==> config.mk <==
export PLATFORM = sky130hd
export DESIGN_NAME = par_adc_deframer
export DESIGN_NICKNAME = d
export VERILOG_FILES = /design/src/rtl/par_adc_pkg.sv /design/src/rtl/adc_rd_sequencer.sv /design/src/rtl/adc_word_unpack.sv /design/src/rtl/par_adc_deframer.sv
export SDC_FILE = /design/constraint.sdc
export NUM_CORES = 1
export LEC_CHECK = 0
export ABC_AREA = 1
export BUFFER_PORTS_ARGS = -buffer_cell sky130_fd_sc_hd__buf_2
export CAP_MARGIN = 20
export CORE_MARGIN = 2
export CORE_UTILIZATION = 40
export DETAILED_ROUTE_END_ITERATION = 10
export SETUP_SLACK_MARGIN = 0.5
export SYNTH_ARGS = -nofsm -noshare
export SYNTH_HDL_FRONTEND = slang
export SYNTH_SLANG_ARGS = --single-unit
export TNS_END_PERCENT = 10
==> constraint.sdc <==
create_clock -name clk -period 5.8 [get_ports clk]
set_input_delay 1.74 -clock clk [delete_from_list [all_inputs] [get_ports clk]]
set_output_delay 1.74 -clock clk [all_outputs]
set_load 0.005 [all_outputs]
==> src/rtl/par_adc_pkg.sv <==
// Shared types for the parallel ADC deframer.
// Assumes one read sequencer and one word unpacker per top instance.
package par_adc_pkg;

    // Sequencer phase: idle, strobe low, strobe high
    typedef enum logic [1:0] {
        PH_IDLE = 2'd0,
        PH_LOW  = 2'd1,
        PH_HIGH = 2'd2
    } rd_phase_t;

    // Frame format captured at frame start
    typedef struct packed {
        logic wide;   // 18-bit samples
        logic stat;   // status byte per channel
        logic crc;    // trailing CRC word
    } frame_mode_t;

endpackage

==> src/rtl/adc_rd_sequencer.sv <==
// Read sequencer: detects the busy fall and runs chip select and the read
// strobe for one frame. It also tells the unpacker when to latch which word.
// Assumes busy_i is already synchronous to clk, and that RD_LOW and RD_HIGH are >= 1.
module adc_rd_sequencer
    import par_adc_pkg::*;
#(
    parameter int CH_N    = 8,
    parameter int RD_LOW  = 3,
    parameter int RD_HIGH = 3,
    parameter int IDX_W   = 5
) (
    input  logic             clk,
    input  logic             rst_n,
    input  logic             busy_i,
    input  frame_mode_t      mode_i,
    output logic             cs_n_o,
    output logic             rd_n_o,
    output logic             first_o,
    output logic             cap_o,
    output logic             start_o,
    output logic [IDX_W-1:0] widx_o,
    output frame_mode_t      mode_o,
    output logic             commit_o,
    output logic             ovf_o
);
    localparam int CNT_MAX = (RD_LOW > RD_HIGH) ? RD_LOW : RD_HIGH;
    localparam int CNT_W   = $clog2(CNT_MAX + 1);
    localparam logic [CNT_W-1:0] LOW_END  = CNT_W'(RD_LOW - 1);
    localparam logic [CNT_W-1:0] HIGH_END = CNT_W'(RD_HIGH - 1);
    localparam logic [IDX_W-1:0] LAST_1W  = IDX_W'(CH_N - 1);
    localparam logic [IDX_W-1:0] LAST_2W  = IDX_W'(2 * CH_N - 1);

    rd_phase_t        phase_q;
    logic [CNT_W-1:0] cnt_q;
    logic [IDX_W-1:0] widx_q;
    frame_mode_t      mode_q;
    logic             busy_q;
    logic             commit_q;
    logic             ovf_q;
    logic             busy_fall;
    logic             in_frame;
    logic             last_word;
    logic [IDX_W-1:0] last_idx;

    // Frame-level combinational decode
    always_comb begin
        busy_fall = busy_q & ~busy_i;
        in_frame  = (phase_q != PH_IDLE) | commit_q;
        last_idx  = ((mode_q.wide | mode_q.stat) ? LAST_2W : LAST_1W)
                    + IDX_W'(mode_q.crc);
        last_word = (widx_q == last_idx);
        cap_o     = (phase_q == PH_LOW) && (cnt_q == LOW_END);
        start_o   = (phase_q == PH_IDLE) && busy_fall && !commit_q;
    end

    // Phase, strobe counter, word index and mode capture
    always_ff @(posedge clk) begin
        if (!rst_n) begin
            phase_q  <= PH_IDLE;
            cnt_q    <= '0;
            widx_q   <= '0;
            mode_q   <= '0;
            busy_q   <= 1'b0;
            commit_q <= 1'b0;
            ovf_q    <= 1'b0;
        end else begin
            busy_q   <= busy_i;
            commit_q <= 1'b0;
            ovf_q    <= busy_fall & in_frame;
            unique case (phase_q)
                PH_IDLE: begin
                    if (start_o) begin
                        phase_q <= PH_LOW;
                        cnt_q   <= '0;
                        widx_q  <= '0;
                        mode_q  <= mode_i;
                    end
                end
                PH_LOW: begin
                    if (cnt_q == LOW_END) begin
                        cnt_q <= '0;
                        if (last_word) begin
                            phase_q  <= PH_IDLE;
                            commit_q <= 1'b1;
                        end else begin
                            phase_q <= PH_HIGH;
                            widx_q  <= widx_q + 1'b1;
                        end
                    end else begin
                        cnt_q <= cnt_q + 1'b1;
                    end
                end
                PH_HIGH: begin
                    if (cnt_q == HIGH_END) begin
                        cnt_q   <= '0;
                        phase_q <= PH_LOW;
                    end else begin
                        cnt_q <= cnt_q + 1'b1;
                    end
                end
                default: phase_q <= PH_IDLE;
            endcase
        end
    end

    assign cs_n_o   = (phase_q == PH_IDLE);
    assign rd_n_o   = (phase_q != PH_LOW);
    assign first_o  = (phase_q == PH_LOW) && (widx_q == '0);
    assign widx_o   = widx_q;
    assign mode_o   = mode_q;
    assign commit_o = commit_q;
    assign ovf_o    = ovf_q;

endmodule

==> src/rtl/adc_word_unpack.sv <==
// Word unpacker: sorts each latched bus word into the channel sample, status
// or CRC holding registers, according to the word index and the frame mode.
// Assumes the holding registers are read only after the frame has ended.
module adc_word_unpack
    import par_adc_pkg::*;
#(
    parameter int CH_N  = 8,
    parameter int BUS_W = 16,
    parameter int IDX_W = 5
) (
    input  logic                        clk,
    input  logic                        rst_n,
    input  logic                        start_i,
    input  logic                        cap_i,
    input  logic [IDX_W-1:0]            widx_i,
    input  frame_mode_t                 mode_i,
    input  logic [BUS_W-1:0]            bus_i,
    output logic [CH_N*(BUS_W+2)-1:0]   samp_o,
    output logic [CH_N*8-1:0]           stat_o,
    output logic [BUS_W-1:0]            crc_o
);
    localparam int SW = BUS_W + 2;
    localparam logic [IDX_W-1:0] CRC_1W = IDX_W'(CH_N);
    localparam logic [IDX_W-1:0] CRC_2W = IDX_W'(2 * CH_N);

    logic             two_words;
    logic [IDX_W-1:0] crc_idx;
    logic [BUS_W-1:0] crc_q;

    // Mode-dependent word layout
    always_comb begin
        two_words = mode_i.wide | mode_i.stat;
        crc_idx   = two_words ? CRC_2W : CRC_1W;
    end

    for (genvar ch = 0; ch < CH_N; ch++) begin : g_chan
        localparam logic [IDX_W-1:0] ONE_IDX = IDX_W'(ch);
        localparam logic [IDX_W-1:0] HI_IDX  = IDX_W'(2 * ch);
        localparam logic [IDX_W-1:0] LO_IDX  = IDX_W'(2 * ch + 1);
        logic [SW-1:0] s_q;
        logic [7:0]    st_q;

        // Collect this channel's sample and status from its words
        always_ff @(posedge clk) begin
            if (!rst_n || start_i) begin
                s_q  <= '0;
                st_q <= '0;
            end else if (cap_i) begin
                if (!two_words && widx_i == ONE_IDX) begin
                    s_q <= {2'b00, bus_i};
                end
                if (two_words && widx_i == HI_IDX) begin
                    s_q <= mode_i.wide ? {bus_i, 2'b00} : {2'b00, bus_i};
                end
                if (two_words && widx_i == LO_IDX) begin
                    if (mode_i.wide) begin
                        s_q[1:0] <= bus_i[BUS_W-1 -: 2];
                    end
                    if (mode_i.stat) begin
                        st_q <= mode_i.wide ? bus_i[7:0] : bus_i[BUS_W-1 -: 8];
                    end
                end
            end
        end

        assign samp_o[ch*SW +: SW] = s_q;
        assign stat_o[ch*8 +: 8]   = st_q;
    end

    // Capture the trailing CRC word
    always_ff @(posedge clk) begin
        if (!rst_n || start_i) begin
            crc_q <= '0;
        end else if (cap_i && mode_i.crc && widx_i == crc_idx) begin
            crc_q <= bus_i;
        end
    end

    assign crc_o = crc_q;

endmodule

==> src/rtl/par_adc_deframer.sv <==
// Top level: sequencer, unpacker and an output stage that publishes all
// channels together with the valid pulse. Disabled channels are zeroed there.
// Assumes all inputs are synchronous to clk.
module par_adc_deframer
    import par_adc_pkg::*;
#(
    parameter int CH_N    = 8,
    parameter int BUS_W   = 16,
    parameter int RD_LOW  = 3,
    parameter int RD_HIGH = 3
) (
    input  logic                      clk,
    input  logic                      rst_n,
    input  logic                      busy_i,
    input  logic                      wide_i,
    input  logic                      status_en_i,
    input  logic                      crc_en_i,
    input  logic [CH_N-1:0]           chan_en_i,
    input  logic [BUS_W-1:0]          bus_i,
    output logic                      cs_n_o,
    output logic                      rd_n_o,
    output logic                      first_o,
    output logic [CH_N*(BUS_W+2)-1:0] sample_o,
    output logic [CH_N*8-1:0]         status_o,
    output logic [BUS_W-1:0]          crc_o,
    output logic                      valid_o,
    output logic                      overflow_o
);
    localparam int SW    = BUS_W + 2;
    localparam int IDX_W = $clog2(2 * CH_N + 2);

    frame_mode_t             mode_in;
    frame_mode_t             mode_frm;
    logic                    cap;
    logic                    start;
    logic                    commit;
    logic [IDX_W-1:0]        widx;
    logic [CH_N*SW-1:0]      sh_samp;
    logic [CH_N*8-1:0]       sh_stat;
    logic [BUS_W-1:0]        sh_crc;
    logic                    valid_q;

    assign mode_in = '{wide: wide_i, stat: status_en_i, crc: crc_en_i};

    adc_rd_sequencer #(
        .CH_N(CH_N), .RD_LOW(RD_LOW), .RD_HIGH(RD_HIGH), .IDX_W(IDX_W)
    ) u_seq (
        .clk(clk), .rst_n(rst_n), .busy_i(busy_i), .mode_i(mode_in),
        .cs_n_o(cs_n_o), .rd_n_o(rd_n_o), .first_o(first_o), .cap_o(cap),
        .start_o(start), .widx_o(widx), .mode_o(mode_frm),
        .commit_o(commit), .ovf_o(overflow_o)
    );

    adc_word_unpack #(
        .CH_N(CH_N), .BUS_W(BUS_W), .IDX_W(IDX_W)
    ) u_unpack (
        .clk(clk), .rst_n(rst_n), .start_i(start), .cap_i(cap),
        .widx_i(widx), .mode_i(mode_frm), .bus_i(bus_i),
        .samp_o(sh_samp), .stat_o(sh_stat), .crc_o(sh_crc)
    );

    for (genvar ch = 0; ch < CH_N; ch++) begin : g_out
        // Publish one channel at frame end, zeroed when disabled
        always_ff @(posedge clk) begin
            if (!rst_n) begin
                sample_o[ch*SW +: SW] <= '0;
                status_o[ch*8 +: 8]   <= '0;
            end else if (commit) begin
                sample_o[ch*SW +: SW] <= chan_en_i[ch] ? sh_samp[ch*SW +: SW] : '0;
                status_o[ch*8 +: 8]   <= chan_en_i[ch] ? sh_stat[ch*8 +: 8] : '0;
            end
        end
    end

    // Publish the CRC word and the valid pulse
    always_ff @(posedge clk) begin
        if (!rst_n) begin
            crc_o   <= '0;
            valid_q <= 1'b0;
        end else begin
            valid_q <= commit;
            if (commit) begin
                crc_o <= sh_crc;
            end
        end
    end

    assign valid_o = valid_q;

endmodule

After elaboration in Yosys (flattened, before gate mapping) --
Cells that the tools add are included.
Cells by class: multiplexer cells 65, $add $sub $neg 3, equal/unequal tests 25, reductions and logical operators 69, bitwise gates (word level) 5
Operators by type and width (count):
- two-way mux 18 bit | 25
- two-way mux 8 bit | 9
- two-way mux 2 bit | 22
- equality test 5 x 4 -> 1 bit, second input constant | 8
- logical AND 1 bit | 30
- AND reduction 3 bit | 10
- nonzero test 2 bit | 11
- equality test 5 x 3 -> 1 bit, second input constant | 4
- two-way mux 5 bit | 4
- AND reduction 2 bit | 10
- equality test 5 x 2 -> 1 bit, second input constant | 2
- equality test 5 bit | 2
- case mux 5 bit (2 select lines) | 1
- != test 2 x 1 -> 1 bit, second input constant | 4
- case mux 2 bit (3 select lines) | 1
- adder 5 x 1 -> 5 bit | 1
- adder 5 x 1 -> 5 bit, second input constant | 1
- equality test 5 x 1 -> 1 bit, second input constant | 1
- logical NOT 5 bit | 1
- equality test 2 bit, second input constant | 2
- two-way mux 4 bit | 1
- case mux 2 bit (2 select lines) | 1
- AND reduction 4 bit | 1
- logical NOT 1 bit | 3
- other kinds (10) | 12
Word-level totals: input bits 30, output and inout port bits 229, word-level logic and storage cells 219, flip-flop bits (word level) 464

Logic depth before layout (Yosys ltp) --
depth after elaboration 7, depth in mapped cells 14, gate-level depth less buffers 12

Hierarchy --
From an unflattened synthesis, not the netlist that was laid out.
Second synthesis, totals: cell total of the unflattened synthesis 2529, area total of the unflattened synthesis 19052.0 sq um
By module, submodules not included:
- adc_word_unpack | cells each 1402, sequential area each 4484.3 sq um, area an instance 9980.8 sq um, times used 1
- par_adc_deframer | cells each 998, sequential area each 4504.3 sq um, area an instance 8182.8 sq um, times used 1
- adc_rd_sequencer | cells each 129, sequential area each 300.3 sq um, area an instance 888.4 sq um, times used 1

Least setup slack after synthesis --
OpenSTA, ideal clock, no wires.
path kind input to register, from in rst_n, to reg u_unpack.crc_q[10], in the netlist u_unpack.crc_o[10], slack 2.930 ns, data required time 5.730 ns, stages 7, arrival time 2.800 ns, buffers on the path 3, library setup time 0.070 ns, cell sequence clkbuf_1 > nand2_1 > inv_1 > buf_2 > clkbuf_1 > o21ai_0 > a21oi_1
Between the ends: word-level cells in the longest chain between the ends 2
RTL lines:
- start, declared | RTL line par_adc_deframer.sv:13 | input logic rst_n,
- logical NOT 1 bit | RTL line adc_word_unpack.sv:72 | if (!rst_n || start_i) begin
- logical OR 1 bit | RTL line adc_word_unpack.sv:72
- end signal, assigned | RTL line adc_word_unpack.sv:75 | crc_q <= bus_i;
- end, declared | RTL line adc_word_unpack.sv:28 | logic [BUS_W-1:0] crc_q;
No other way between the ends. A chain may end at the register's enable or synchronous reset.

Final worst setup path --
from reg u_seq.widx_q[0], in the netlist u_seq.widx_o[0], to out first_o
Between the ends: word-level cells in the longest chain between the ends 2
RTL lines:
- start, declared | RTL line adc_rd_sequencer.sv:35 | logic [IDX_W-1:0] widx_q;
- start signal, assigned | RTL line adc_rd_sequencer.sv:87 | widx_q <= widx_q + 1'b1;
- logical NOT 5 bit | RTL line adc_rd_sequencer.sv:108 | assign first_o = (phase_q == PH_LOW) && (widx_q == '0);
- logical AND 1 bit | RTL line adc_rd_sequencer.sv:108
- end, declared | RTL line par_adc_deframer.sv:22 | output logic first_o,
No other way between the ends.

==> impl_metrics.csv <==
group,metric,value,unit
synthesis,synthArstFlopShare,0,%
cts,clock_sinks,464,
route,vias,18074,
setup_path,criticalPathCategory,"flop to output pin",
floorplanning,start_util,40.5,%
grt,use_met2,40.6,%
route,wire_per_inst,21.0,µm
timing,finalSetupViolations,0,
place,numPortBuffers,258,
layout,finalCoreUtilization,47.4,%
run_status,status,"finished clean",
timing,worst_slack,1.88,ns
power,p_leak,9.10,nW
grt,grt_pass1_wl,102000,µm
floorplanning,rows,79,
cts,root_buffer,"clkbuf_16",
layout,area.sequential,9290,µm²
synthesis,synthFlopType,"dfxtp_1",
timing,clock.fmax,255,MHz
floorplanning,core,46500,µm²
job,drv_cap,0,
layout,final_nets,2646,
timing,rsz0062_at_grt,"false",
grt,gr-total-overflow,0,
place,dp.cells,3158,
route,drt-total-wl,68300,µm
setup_path,regToRegSetupSlack,2.83,ns
synthesis,yosysMostFrequentCell,"dfxtp_1",
synthesis,syn_area,18800,µm²
grt,antenna_found_initial,4,
cts,htreeDepth,2,
layout,final_cells,3256,
power,peakVddDrop,235,µV
timing,fin_crit_sh,67.6,%
setup_path,r2r-start,"u_seq.mode_o[2]",
min_path,hold_path_class,"flop to flop",
grt,grt_max_degree,153,
route,drt_iter0_markers,1992,
cts,clk_path_buf_depth,3,
floorplanning,die_h,221,µm
synthesis,synth_area_leader_cell,"dfxtp_1",
synthesis,synth_cells,2460,
grt,grt.total_usage,26.9,%
synthesis,ys_seq_area_share,49.4,%
cts,ctsHoldBuffers,0,
layout,drive_gt1_share,17.5,%
synthesis,synth_edf_count,0,
grt,top_usage_layer,"met2",
route,ant_nets,0,
timing,relSlewSlack,14.1,%
floorplanning,die_x,221,µm
floorplanning,dieArea,48800,µm²
cts,cts_tree,"done",
synthesis,yosys_register_bits,464,
place,dpl.hpwl,44600,µm
synthesis,syn_avg_cell_area,7.64,µm²
synthesis,yosysTopAreaCellShare,49.4,%
cts,post_cts_resized,0,
synthesis,ys_warn_count,0,
setup_path,cp_max_fo,5,
route,viasPerCell,5.55,
grt,grt_pass1_vias,16547,
timing,fin_skew,0.0150,ns
cts,numCtsBuffers,50,
power,finalPower,7.22,mW
cts,path_clk_slew,0.06,ns
floorplanning,num_io_pins,259,
layout,multi_input_area,8340,µm²
synthesis,synthDistinctLibCells,41,
place,globalplace.congestion,0.996,
power,power.density,327,nW/µm²
route,drcViolationCount,0,
setup_path,startpoint_type,"flop",
place,dpl_worst_slack,1.79,ns
timing,maxSlewViolCount,0,
setup_path,arrival,2.18,ns
layout,area_delta_synth_final,17.2,%
setup_path,critPathLaunch,"u_seq.widx_o[0]",
timing,period_minus_slack,3.92,ns
setup_path,reg2regPathDepth,9,
setup_path,setup.worst_path.end,"first_o",
timing,hold_violations,0,
setup_path,crit_required,4.06,ns
layout,fillers,4720,
route,dr.pass1.iters,6,
timing,worst_slew_pin_slew,1.29,ns
cts,cts_setup_buffers,0,
synthesis,ys_top_cells_by_count,"dfxtp_1, o21ai_0, nand2_1",
setup_path,end_kind,"output pin",
grt,met3_usage,5.55,%
synthesis,synth_area_leaders,"dfxtp_1, o21ai_0, nand2_1",
grt,use_met1,38.3,%
cts,clock_latency,0.59,ns
synthesis,syn_nets,2500,
timing,fin_setup_tns,0,ns
setup_path,timing.rr.end,"u_unpack.g_chan[1].s_q[5]",
## sequential cells by signal, summed over array words and instances, names as in the netlist, 2 cells and up
signal and cells:
u_seq.mode_o 3, crc_o 16, u_seq.phase_q 2, u_seq.widx_o 5, status_o 64, u_unpack.crc_o 16
u_unpack.g_chan.st_q 64, u_seq.cnt_q 2, sample_o 144, u_unpack.g_chan.s_q 144
## area by class of cell
cell class	instances	area share, %
sequential	464	42.1
multi-input combinational	1722	37.8
timing repair buffer	276	6.83
clock buffer	71	6.72
tap	607	3.45
inverter	92	1.64
clock inverter	22	1.35
antenna	2	0.0227
## cells by family after synthesis
group / share of synthesized area [%]
simple gates: 23.8
compound gates: 19.6
flops: 49.4
buf+inv: 6.49
fa+ha+maj: 0.665
xor+xnor: 0.0932
## report_power, final
group / total [mW] / switching, mW / internal, mW
clock network: 3.42 / 1.33 / 2.09
registers: 3.23 / 0.0244 / 3.21
logic: 0.569 / 0.450 / 0.119
total: 7.22 / 1.80 / 5.41
## critical path, stage by stage (launching register included)
cell and delay [ns]:
dfxtp_1 0.37, inv_1 0.17, ha_1 0.27, nand2_4 0.11, nor2_2 0.28, inv_2 0.14, nor2_1 0.12, buf_2 0.13
## cells in the final DEF, fill, tap and decap left out, types with 6 or more instances in the layout
master,count
nand3_4,6
nor2_1,295
nand2_1,398
nor2_2,20
a21oi_1,170
o21ai_2,6
o22ai_1,80
nor2_4,8
clkbuf_8,13
clkbuf_16,51
clkbuf_1,7
inv_2,11
o21ai_0,412
nand2_2,12
a21oi_2,11
clkinv_2,12
nand3_1,246
o21ai_1,11
bufinv_16,7
dfxtp_1,464
inv_1,72
ha_1,10
buf_4,12
nand2_4,11
buf_2,257
## through the flow
step	cell area, µm²	hold WS (ns)
floorplan	18800	0.421
global placement	20200	0.443
detailed placement	20200	0.445
CTS	22000	0.456
global route	22000	0.474
finish	22000	0.453
## metal layers
layer / share of wire, % / vias to the layer above / wire [µm]
met1: 45 / 8611 / 30900
met4: 3.1 / 2 / 2130
met3: 8.4 / 117 / 5740
met5: 0.019 / - / 13
met2: 43 / 742 / 29600
li1: - / 8602 / -
## worst min path at each step
stage / from / end / slack (ns) / cells after the start
after floorplan: u_unpack.g_chan[0].s_q[1] / u_unpack.g_chan[0].s_q[1] / 0.42 / 2
after global placement: u_unpack.g_chan[3].st_q[0] / status_o[24] / 0.44 / 2
after detailed placement: u_unpack.g_chan[4].st_q[0] / status_o[32] / 0.44 / 2
after CTS: u_unpack.g_chan[4].st_q[0] / status_o[32] / 0.46 / 2
after global routing: u_unpack.g_chan[5].st_q[1] / status_o[41] / 0.47 / 2
final: u_unpack.g_chan[4].st_q[0] / status_o[32] / 0.45 / 2
Note: power is estimated with default switching activity, not from simulation.
